File: src/rtl/sixstep_pkg.sv
package sixstep_pkg;

  // Phase index: 0 = A, 1 = B, 2 = C
  typedef logic [1:0] phase_t;

  typedef struct packed {
    logic   valid;
    phase_t src;
    phase_t snk;
  } roles_t;

  // Fixed source/sink pair for each commutation step
  function automatic roles_t step_roles(input logic [2:0] step);
    roles_t r;
    r.valid = 1'b1;
    case (step)
      3'd0:    begin r.src = 2'd0; r.snk = 2'd1; end
      3'd1:    begin r.src = 2'd0; r.snk = 2'd2; end
      3'd2:    begin r.src = 2'd1; r.snk = 2'd2; end
      3'd3:    begin r.src = 2'd1; r.snk = 2'd0; end
      3'd4:    begin r.src = 2'd2; r.snk = 2'd0; end
      3'd5:    begin r.src = 2'd2; r.snk = 2'd1; end
      default: begin r.valid = 1'b0; r.src = 2'd3; r.snk = 2'd3; end
    endcase
    return r;
  endfunction

endpackage

File: src/rtl/sixstep_hall_filter.sv
module sixstep_hall_filter #(
  parameter int FILT_W = 4
) (
  input  logic              clk,
  input  logic              rst_n,
  input  logic [2:0]        hall_i,
  input  logic [FILT_W-1:0] filt_len_i,
  output logic [2:0]        hall_o
);

  logic [2:0]        sy1_q, sy2_q, sy3_q;
  logic [2:0]        stab_q, stab_d;
  logic [FILT_W-1:0] run_q, run_d;

  // Accept a candidate once it has stayed unchanged long enough
  always_comb begin
    stab_d = stab_q;
    run_d  = '0;
    if ((sy2_q != stab_q) && (sy2_q == sy3_q)) begin
      if (run_q == filt_len_i) begin
        stab_d = sy2_q;
      end else begin
        run_d = run_q + FILT_W'(1);
      end
    end
  end

  always_ff @(posedge clk or negedge rst_n) begin
    if (!rst_n) begin
      sy1_q  <= 3'b000;
      sy2_q  <= 3'b000;
      sy3_q  <= 3'b000;
      stab_q <= 3'b000;
      run_q  <= '0;
    end else begin
      sy1_q  <= hall_i;
      sy2_q  <= sy1_q;
      sy3_q  <= sy2_q;
      stab_q <= stab_d;
      run_q  <= run_d;
    end
  end

  assign hall_o = stab_q;

endmodule

File: src/rtl/sixstep_step_map.sv
module sixstep_step_map
  import sixstep_pkg::*;
(
  input  logic       clk,
  input  logic       rst_n,
  input  logic       wr_i,
  input  logic [2:0] code_i,
  input  logic [2:0] step_i,
  input  logic [2:0] hall_i,
  input  logic       rev_i,
  output roles_t     roles_o
);

  logic [2:0] tbl_q [6];
  logic [2:0] tbl_d [6];
  logic       wr_ok;
  logic [2:0] cur_step;
  roles_t     base;

  assign wr_ok = wr_i && (code_i != 3'd0) && (code_i != 3'd7);

  always_comb begin
    tbl_d = tbl_q;
    if (wr_ok) begin
      tbl_d[code_i - 3'd1] = step_i;
    end
  end

  always_ff @(posedge clk or negedge rst_n) begin
    if (!rst_n) begin
      for (int i = 0; i < 6; i++) begin
        tbl_q[i] <= 3'(i);
      end
    end else begin
      tbl_q <= tbl_d;
    end
  end

  always_comb begin
    if ((hall_i == 3'd0) || (hall_i == 3'd7)) begin
      cur_step = 3'd7;
    end else begin
      cur_step = tbl_q[hall_i - 3'd1];
    end
    base    = step_roles(cur_step);
    roles_o = base;
    if (rev_i) begin
      roles_o.src = base.snk;
      roles_o.snk = base.src;
    end
  end

endmodule

File: src/rtl/sixstep_duty_calc.sv
module sixstep_duty_calc #(
  parameter int CNT_W = 10,
  parameter int CMD_W = 10
) (
  input  logic [CNT_W-1:0] period_i,
  input  logic [CNT_W-1:0] min_low_i,
  input  logic [CMD_W-1:0] cmd_i,
  input  logic             two_quad_i,
  output logic [CNT_W:0]   src_on_o,
  output logic [CNT_W:0]   snk_on_o,
  output logic             rev_o
);

  localparam int PLEN_W = CNT_W + 1;
  localparam int PROD_W = PLEN_W + CMD_W;
  localparam logic [CMD_W-1:0] MAG_MAX = {1'b0, {(CMD_W-1){1'b1}}};

  logic [CMD_W-1:0]  abs_v, mag;
  logic [PLEN_W-1:0] plen, ml_ext, hi_max;
  logic [PROD_W-1:0] comp_prod, tq_prod;
  logic [PLEN_W-1:0] comp_raw, tq_raw, raw, src_v;

  always_comb begin
    abs_v  = cmd_i[CMD_W-1] ? (~cmd_i + CMD_W'(1)) : cmd_i;
    mag    = (abs_v > MAG_MAX) ? MAG_MAX : abs_v;
    plen   = {1'b0, period_i} + PLEN_W'(1);
    ml_ext = {1'b0, min_low_i};

    // half scale plus magnitude, scaled to the period
    comp_prod = PROD_W'(plen) * PROD_W'({1'b1, mag[CMD_W-2:0]});
    tq_prod   = PROD_W'(plen) * PROD_W'(mag);
    comp_raw  = PLEN_W'(comp_prod >> CMD_W);
    tq_raw    = PLEN_W'(tq_prod >> (CMD_W - 1));
    raw       = two_quad_i ? tq_raw : comp_raw;

    hi_max   = (plen > ml_ext) ? (plen - ml_ext) : '0;
    src_v    = (raw > hi_max) ? hi_max : raw;
    src_on_o = src_v;
    snk_on_o = two_quad_i ? '0 : (plen - src_v);
  end

  assign rev_o = cmd_i[CMD_W-1];

endmodule

File: src/rtl/sixstep_timebase.sv
module sixstep_timebase
  import sixstep_pkg::*;
#(
  parameter int CNT_W = 10
) (
  input  logic             clk,
  input  logic             rst_n,
  input  logic [CNT_W-1:0] period_i,
  input  roles_t           roles_i,
  input  logic [CNT_W:0]   src_on_i,
  input  logic [CNT_W:0]   snk_on_i,
  output logic [2:0]       pwm_o,
  output logic [2:0]       hb_on_o,
  output logic [CNT_W-1:0] cnt_o
);

  logic [CNT_W-1:0] cnt_q, cnt_d;
  logic             wrap;
  roles_t           sh_roles_q;
  logic [CNT_W:0]   sh_src_q, sh_snk_q;
  logic [CNT_W:0]   cnt_ext;
  logic [2:0]       pwm_d, hb_d, pwm_q, hb_q;

  assign wrap    = (cnt_q >= period_i);
  assign cnt_d   = wrap ? '0 : (cnt_q + CNT_W'(1));
  assign cnt_ext = {1'b0, cnt_q};

  always_ff @(posedge clk or negedge rst_n) begin
    if (!rst_n) begin
      cnt_q <= '0;
    end else begin
      cnt_q <= cnt_d;
    end
  end

  // Shadow registers loaded only at wrap
  always_ff @(posedge clk or negedge rst_n) begin
    if (!rst_n) begin
      sh_roles_q <= '0;
      sh_src_q   <= '0;
      sh_snk_q   <= '0;
    end else if (wrap) begin
      sh_roles_q <= roles_i;
      sh_src_q   <= src_on_i;
      sh_snk_q   <= snk_on_i;
    end
  end

  for (genvar g = 0; g < 3; g++) begin : g_phase
    logic is_src, is_snk;
    assign is_src   = sh_roles_q.valid && (sh_roles_q.src == phase_t'(g));
    assign is_snk   = sh_roles_q.valid && (sh_roles_q.snk == phase_t'(g));
    assign pwm_d[g] = (is_src && (cnt_ext < sh_src_q)) ||
                      (is_snk && (cnt_ext < sh_snk_q));
    assign hb_d[g]  = is_src || is_snk;
  end

  always_ff @(posedge clk or negedge rst_n) begin
    if (!rst_n) begin
      pwm_q <= 3'b000;
      hb_q  <= 3'b000;
    end else begin
      pwm_q <= pwm_d;
      hb_q  <= hb_d;
    end
  end

  assign pwm_o   = pwm_q;
  assign hb_on_o = hb_q;
  assign cnt_o   = cnt_q;

endmodule

File: src/rtl/sixstep_pwm_ctrl.sv
module sixstep_pwm_ctrl
  import sixstep_pkg::*;
#(
  parameter int CNT_W  = 10,
  parameter int CMD_W  = 10,
  parameter int FILT_W = 4
) (
  input  logic              clk,
  input  logic              rst_n,
  input  logic [CNT_W-1:0]  period_i,
  input  logic [CNT_W-1:0]  min_low_i,
  input  logic [CMD_W-1:0]  cmd_i,
  input  logic              two_quad_i,
  input  logic [2:0]        hall_i,
  input  logic [FILT_W-1:0] filt_len_i,
  input  logic              map_wr_i,
  input  logic [2:0]        map_code_i,
  input  logic [2:0]        map_step_i,
  output logic [2:0]        pwm_o,
  output logic [2:0]        hb_on_o
);

  logic [1:0]       rst_pipe_q;
  logic             srst_n;
  logic [2:0]       hall_stab;
  logic             rev;
  roles_t           roles;
  logic [CNT_W:0]   src_on, snk_on;
  logic [CNT_W-1:0] pwm_cnt;

  // Asynchronous assert, synchronous release
  always_ff @(posedge clk or negedge rst_n) begin
    if (!rst_n) begin
      rst_pipe_q <= 2'b00;
    end else begin
      rst_pipe_q <= {rst_pipe_q[0], 1'b1};
    end
  end
  assign srst_n = rst_pipe_q[1];

  sixstep_hall_filter #(.FILT_W(FILT_W)) filt_i (
    .clk        (clk),
    .rst_n      (srst_n),
    .hall_i     (hall_i),
    .filt_len_i (filt_len_i),
    .hall_o     (hall_stab)
  );

  sixstep_duty_calc #(.CNT_W(CNT_W), .CMD_W(CMD_W)) duty_i (
    .period_i   (period_i),
    .min_low_i  (min_low_i),
    .cmd_i      (cmd_i),
    .two_quad_i (two_quad_i),
    .src_on_o   (src_on),
    .snk_on_o   (snk_on),
    .rev_o      (rev)
  );

  sixstep_step_map map_i (
    .clk     (clk),
    .rst_n   (srst_n),
    .wr_i    (map_wr_i),
    .code_i  (map_code_i),
    .step_i  (map_step_i),
    .hall_i  (hall_stab),
    .rev_i   (rev),
    .roles_o (roles)
  );

  sixstep_timebase #(.CNT_W(CNT_W)) tb_i (
    .clk      (clk),
    .rst_n    (srst_n),
    .period_i (period_i),
    .roles_i  (roles),
    .src_on_i (src_on),
    .snk_on_i (snk_on),
    .pwm_o    (pwm_o),
    .hb_on_o  (hb_on_o),
    .cnt_o    (pwm_cnt)
  );

endmodule

File: config.mk
export PLATFORM = sky130hd
export DESIGN_NAME = sixstep_pwm_ctrl
export DESIGN_NICKNAME = d
export VERILOG_FILES = /design/src/rtl/sixstep_pkg.sv /design/src/rtl/sixstep_hall_filter.sv /design/src/rtl/sixstep_step_map.sv /design/src/rtl/sixstep_duty_calc.sv /design/src/rtl/sixstep_timebase.sv /design/src/rtl/sixstep_pwm_ctrl.sv
export SDC_FILE = /design/constraint.sdc
export NUM_CORES = 1
export LEC_CHECK = 0
export ABC_AREA = 1
export BUFFER_PORTS_ARGS = -buffer_cell sky130_fd_sc_hd__buf_2
export CAP_MARGIN = 0
export CORE_AREA = 5 5 144 146
export DETAILED_ROUTE_END_ITERATION = 8
export DIE_AREA = 0 0 149 151
export GPL_TIMING_DRIVEN = 0
export PLACE_DENSITY_LB_ADDON = 0.1
export RECOVER_POWER = 25
export SKIP_CTS_REPAIR_TIMING = 1
export SLEW_MARGIN = 30
export SYNTH_ARGS = -nofsm -noshare
export SYNTH_HDL_FRONTEND = slang
export SYNTH_SLANG_ARGS = --single-unit
File: constraint.sdc
create_clock -name clk -period 2.45 [get_ports clk]
set_input_delay 0 -clock clk [delete_from_list [all_inputs] [get_ports clk]]
set_output_delay 0 -clock clk [all_outputs]
set_load 0.005 [all_outputs]
# Word-level counts from Yosys, hierarchy flattened
# Cells that the tools add are included.
# classes
add_sub_neg	8
mul	2
div	0
n_lt_le_gt_ge	9
n_eq_ne	14
shifts	0
muxes	19
n_bitwise	3
n_reduce_logical	30
# op_table
cell	count
$mux 11	4
$mux 10	3
$pmux 4 s6	1
$lt 10x11->1	2
$mul 11x10->21	1
$add 10x1->10 const B	2
$mul 11x10->20	1
$bwmux 18	1
$logic_and 1x1->1	16
$mux 3	4
$mux 4	3
$add 10x1->11 const B	1
$gt 11x10->1	1
$gt 11x11->1	1
$sub 11x10->11	1
$sub 11x11->11	1
$ge 10x10->1	1
$gt 10x9->1 const B	1
$not 10->10	1
$bmux 3 s3	1
$demux 3 s3	1
$eq 3x3->1 const B	3
$ge 4x4->1 const B	2
$not 3->4	2
18 further kinds	30
# word_totals
reg_bits	79
latchBits	0
ramBits	0
mem_bits_ro	0
inputBits	47
output_inout_bits	6
elab_cells	105
memories	0

# Depth between registers and ports, before layout
# logic_depth
word_depth	11
depth_mapped	60
depth_no_buf	60

# Hierarchy
# A second synthesis with hierarchy kept.
# hier_totals
cells_unflattened	1636
area_unflattened_um2	11881.4
# modules_own_cells
module	n_inst	cells_per_inst	area_each_um2
sixstep_duty_calc	1	1053	7283.2
sixstep_timebase	1	333	2650.0
sixstep_step_map	1	170	1162.4
sixstep_hall_filter	1	77	732.0
sixstep_pwm_ctrl	1	3	53.8

# Worst setup path before layout
# OpenSTA, ideal clock, no wires.
# synth_path
path_type	input to register
startpoint	input period_i[0]
endpoint	register tb_i.sh_snk_q[9]
setup_ps	131
arrival_time_ps	8147
t_required_ps	2319
slack_ps	-5827
path_stages	54
n_path_buf	1
cell_sequence	buf_2 -> inv_1 -> nor3_1 -> nand4_1 -> nor2_1 -> nand3_1 -> xor2_1 -> inv_1 -> nand2_1 -> fa_1 -> fa_1 -> fa_1 -> inv_1 -> fa_1 -> inv_1 -> fa_1 -> inv_1 -> ha_1 -> (+18 left out) -> nand2_1 -> clkinv_1 -> nand2_1 -> nand2_1 -> ha_1 -> a21oi_1 -> nand2_1 -> nand2_1 -> nand2_1 -> a21oi_1 -> inv_1 -> a21oi_1 -> o21bai_1 -> nand2_1 -> nand2_1 -> a21oi_1 -> xor2_1 -> o21ai_0
# synth_between
elab_chain_cells	7
# synth_lines
item	line_no	rtl
start: declaration	sixstep_pwm_ctrl.sv:10	input logic [CNT_W-1:0] period_i,
$add 10x1->11	sixstep_duty_calc.sv:26	plen = {1'b0, period_i} + PLEN_W'(1);
$mul 11x10->21, or another cell as far along	sixstep_duty_calc.sv:30	comp_prod = PROD_W'(plen) * PROD_W'({1'b1, mag[CMD_W-2:0]});
$mux 11 (on tied branches)	sixstep_duty_calc.sv:34, sixstep_duty_calc.sv:36	
$gt 11x11->1	sixstep_duty_calc.sv:37	src_v = (raw > hi_max) ? hi_max : raw;
$mux 11	sixstep_duty_calc.sv:37	
$sub 11x11->11	sixstep_duty_calc.sv:39	snk_on_o = two_quad_i ? '0 : (plen - src_v);
$mux 11	sixstep_duty_calc.sv:39	
end signal: assignment	sixstep_timebase.sv:45	sh_snk_q <= snk_on_i;
end: declaration	sixstep_timebase.sv:20	logic [CNT_W:0] sh_src_q, sh_snk_q;
# Parallel ways exist; a longest one is shown, timed or not.
# A chain may end at the register's enable or synchronous reset.

# Worst setup path after layout
# layout_path
startpoint	input period_i[2]
endpoint	register tb_i.sh_snk_q[9]
# The elaborated chain is that of the path after synthesis.

==> results.toml <==
[critical_path]
r2r_slack_ns = -0.16
crit_top_cell = "nand2_1"
r2r-start = "tb_i.cnt_o[7]"
crit_path_top_delay_cell = "fa_1"
startpoint_type = "primary input"
reg2reg_depth = 9
crit_fanout = 6
crit_end = "tb_i.sh_snk_q[9]"
worstSetupPathType = "in2reg"
cp_data_required_time_ns = 2.67
crit_start = "period_i[2]"
r2r_end = "tb_i.sh_src_q[7]"
end_kind = "register"
arrival_ns = 8.41
max_stage_delay_ns = 0.54

[yosys]
yosysTopAreaCellShare_pct = 17.95
syn_area_per_cell_um2 = 7.595
yosysTopAreaCell = "fa_1"
synth_seq_cells = 79
synth_ff_type = "dfrtp_1"
synthCells = 1454
synth_area_leaders = "fa_1 18%, ha_1 17%, dfrtp_1 16%"
synth_edf_count = 0
yosysSeqAreaShare_pct = 17.98
ys_warn_count = 0
syn_area_um2 = 11040
ys_async_sr_fraction_pct = 100.0
synth_cell_type_count = 53

[grt]
grt_start_max_net_pins = 42
track_usage_pct = 25.88
overflow = 0
antenna_found_initial = 0
grt_pass1_vias = 9541
grt_pass1_wl_um = 46530

[outcome]
status = "finished, violations left"
violations = "negative hold slack, max-capacitance violations, max-slew violations, negative setup slack"

[route]
wl_per_cell_um = 15.95
num_vias = 10050
drtIter0Drc = 565
drt-total-wl_um = 29750
ant_nets = 0
drt-vias-per-instance = 5.389
drc = 0
first_pass_iters = 5

[place]
gp_congestion = 0.9834
port_buffers = 51
dp_hpwl_um = 23380

[clock_tree]
clkSinkCount = 79
numCtsBuffers = 9
clk_pin_slew_ns = 0.06
clk_latency_ns = 0.34
cts_root_buffer = "clkbuf_16"
cts_buffer_depth = 2
cts_tree = "yes"
h-tree-depth = 3

[floorplan]
die_width_um = 149
core_um2 = 19270
die_area_um2 = 22500
rows = 51
die_height_um = 151
start_util_pct = 57.30
ios = 53

[cells_and_area]
drive_gt1_share_pct = 22.33
area_delta_synth_final_pct = 23.05
nets = 1894

[timing]
timing_worst_slew_pin_value_ns = 1.603
hold_ws_ns = -0.007278
post-route-period-util_pct = 334.1
worst_slack_ns = -5.737
maxSlewViolCount = 37
rsz0062_at_grt = "yes"
finClkSkew_ns = 0.006332
fmax_ghz = 0.1222
period_needed_ns = 8.187
slew_headroom_pct = -6.834
hold_viol = 2
setup_viol = 22

[run]
max_cap_viol_count = 1

[min_path]
worst_hold_path_type = "in2reg"
[stage by stage]
| stage | util [%] | TNS (ns) | setup slack (ns) | std cells | cell area [µm²] |
|---|---|---|---|---|---|
| 6_report | 70.51 | -106.03 | -5.737 | 1865 | 13590 |
| 5_1_grt | 70.50 | -114.18 | -6.222 | 1864 | 13590 |
| 4_1_cts | 63.49 | -120.67 | -6.442 | 1796 | 12230 |
| 3_5_place_dp | 61.85 | -128.01 | -6.786 | 1780 | 11920 |
| 3_3_place_gp | 61.69 | -182.96 | -6.855 | 1779 | 11890 |
| 2_1_floorplan | - | -95.51 | -5.212 | 1463 | 11300 |
[worst max-delay path: cells and delay by family]
kind,cells,cell delay (ns)
adder cells (fa/ha/maj),8,3.14
buffers and inverters,9,0.87
XOR/XNOR,2,0.38
AO/OA/AOI/OAI,12,1.78
AND/OR/NAND/NOR,19,2.22
[Yosys cell counts (2+ instances only)]
library cell / count
nor4_1: 4
a31oi_1: 5
buf_2: 6
ha_1: 154
o22ai_1: 11
fa_1: 99
o211ai_1: 4
a21oi_1: 88
o21a_1: 6
a211oi_1: 2
nand3b_1: 4
o21ai_1: 8
nand4_1: 9
or2_1: 2
nor2_4: 2
nor3_1: 16
clkbuf_1: 8
conb_1: 2
inv_2: 6
dfstp_2: 7
nand3_1: 72
dfrtp_1: 72
nand3_2: 2
and3_1: 5
xnor2_1: 14
nand2_2: 7
or2_2: 7
and2_1: 3
clkinv_1: 3
nand2_1: 307
o21bai_1: 8
a21o_1: 2
xor2_1: 30
o21ai_0: 70
nor2_1: 129
inv_1: 263
[cell families after synthesis]
group | after synthesis | share of synthesized area, %
fa+ha+maj | 253 | 35.40
simple gates | 576 | 22.32
other cells | 2 | 0.06801
flops | 79 | 17.98
buf+inv | 286 | 9.789
mux | 1 | 0.09064
compound gates | 213 | 10.87
xor+xnor | 44 | 3.490
[sequential cells by signal, indices dropped and copies added (netlist names)]
| name | cells |
|---|---|
| filt_i.hall_o | 3 |
| filt_i.run_q | 4 |
| filt_i.sy1_q | 3 |
| filt_i.sy2_q | 3 |
| filt_i.sy3_q | 3 |
| map_i.tbl_q | 18 |
| rst_pipe_q | 2 |
| tb_i.cnt_o | 10 |
| tb_i.hb_on_o | 3 |
| tb_i.pwm_o | 3 |
| tb_i.sh_roles_q | 5 |
| tb_i.sh_snk_q | 11 |
| tb_i.sh_src_q | 11 |
[layout make-up]
cell class                      count  area [µm²]
Fill cell                        1552        5683
Clock buffer                       11       252.7
Multi-Input combinational cell   1098        8926
Inverter                          272        1080
Timing Repair Buffer              120       849.6
Antenna cell                        1       2.502
Tap cell                          265       331.6
Buffer                             14       97.59
Clock inverter                      5       62.56
Sequential cell                    79        1986
[worst min-delay path by stage]
stage / start / endpoint / slack, ns / depth (start not counted)
floorplan: rst_n / rst_pipe_q[0] / -0.30 / 0
finish: map_step_i[1] / map_i.tbl_q[7] / -0.007 / 3
CTS: rst_n / rst_pipe_q[1] / -0.58 / 1
global route: map_step_i[0] / map_i.tbl_q[6] / 0.02 / 3
global placement: rst_n / rst_pipe_q[1] / -0.21 / 1
detailed placement: rst_n / rst_pipe_q[1] / -0.21 / 1
[cells in the final DEF, fill, tap and decap left out, types with 25 or more instances in the layout]
cell type,Yosys,routed
buf_4,0,57
nor2_1,129,112
ha_1,154,134
buf_2,6,53
a21oi_1,88,69
xor2_1,30,25
inv_1,263,241
nand3_1,72,53
dfrtp_1,72,72
nand2_1,307,271
fa_1,99,93
nand2_2,7,34
o21ai_0,70,53
[layer usage]
layer  vias to the layer above  GRT usage [%]  part of all wire [%]
met5                         -              0                     0
met2                       305          42.84                    47
met3                        55          4.428                   6.0
li1                       4930              -                     -
met1                      4760          35.54                    44
met4                         0          6.636                   3.0
Power is not shown: default switching activity piles up to over one toggle a cycle in this logic, so the estimate is an artifact.
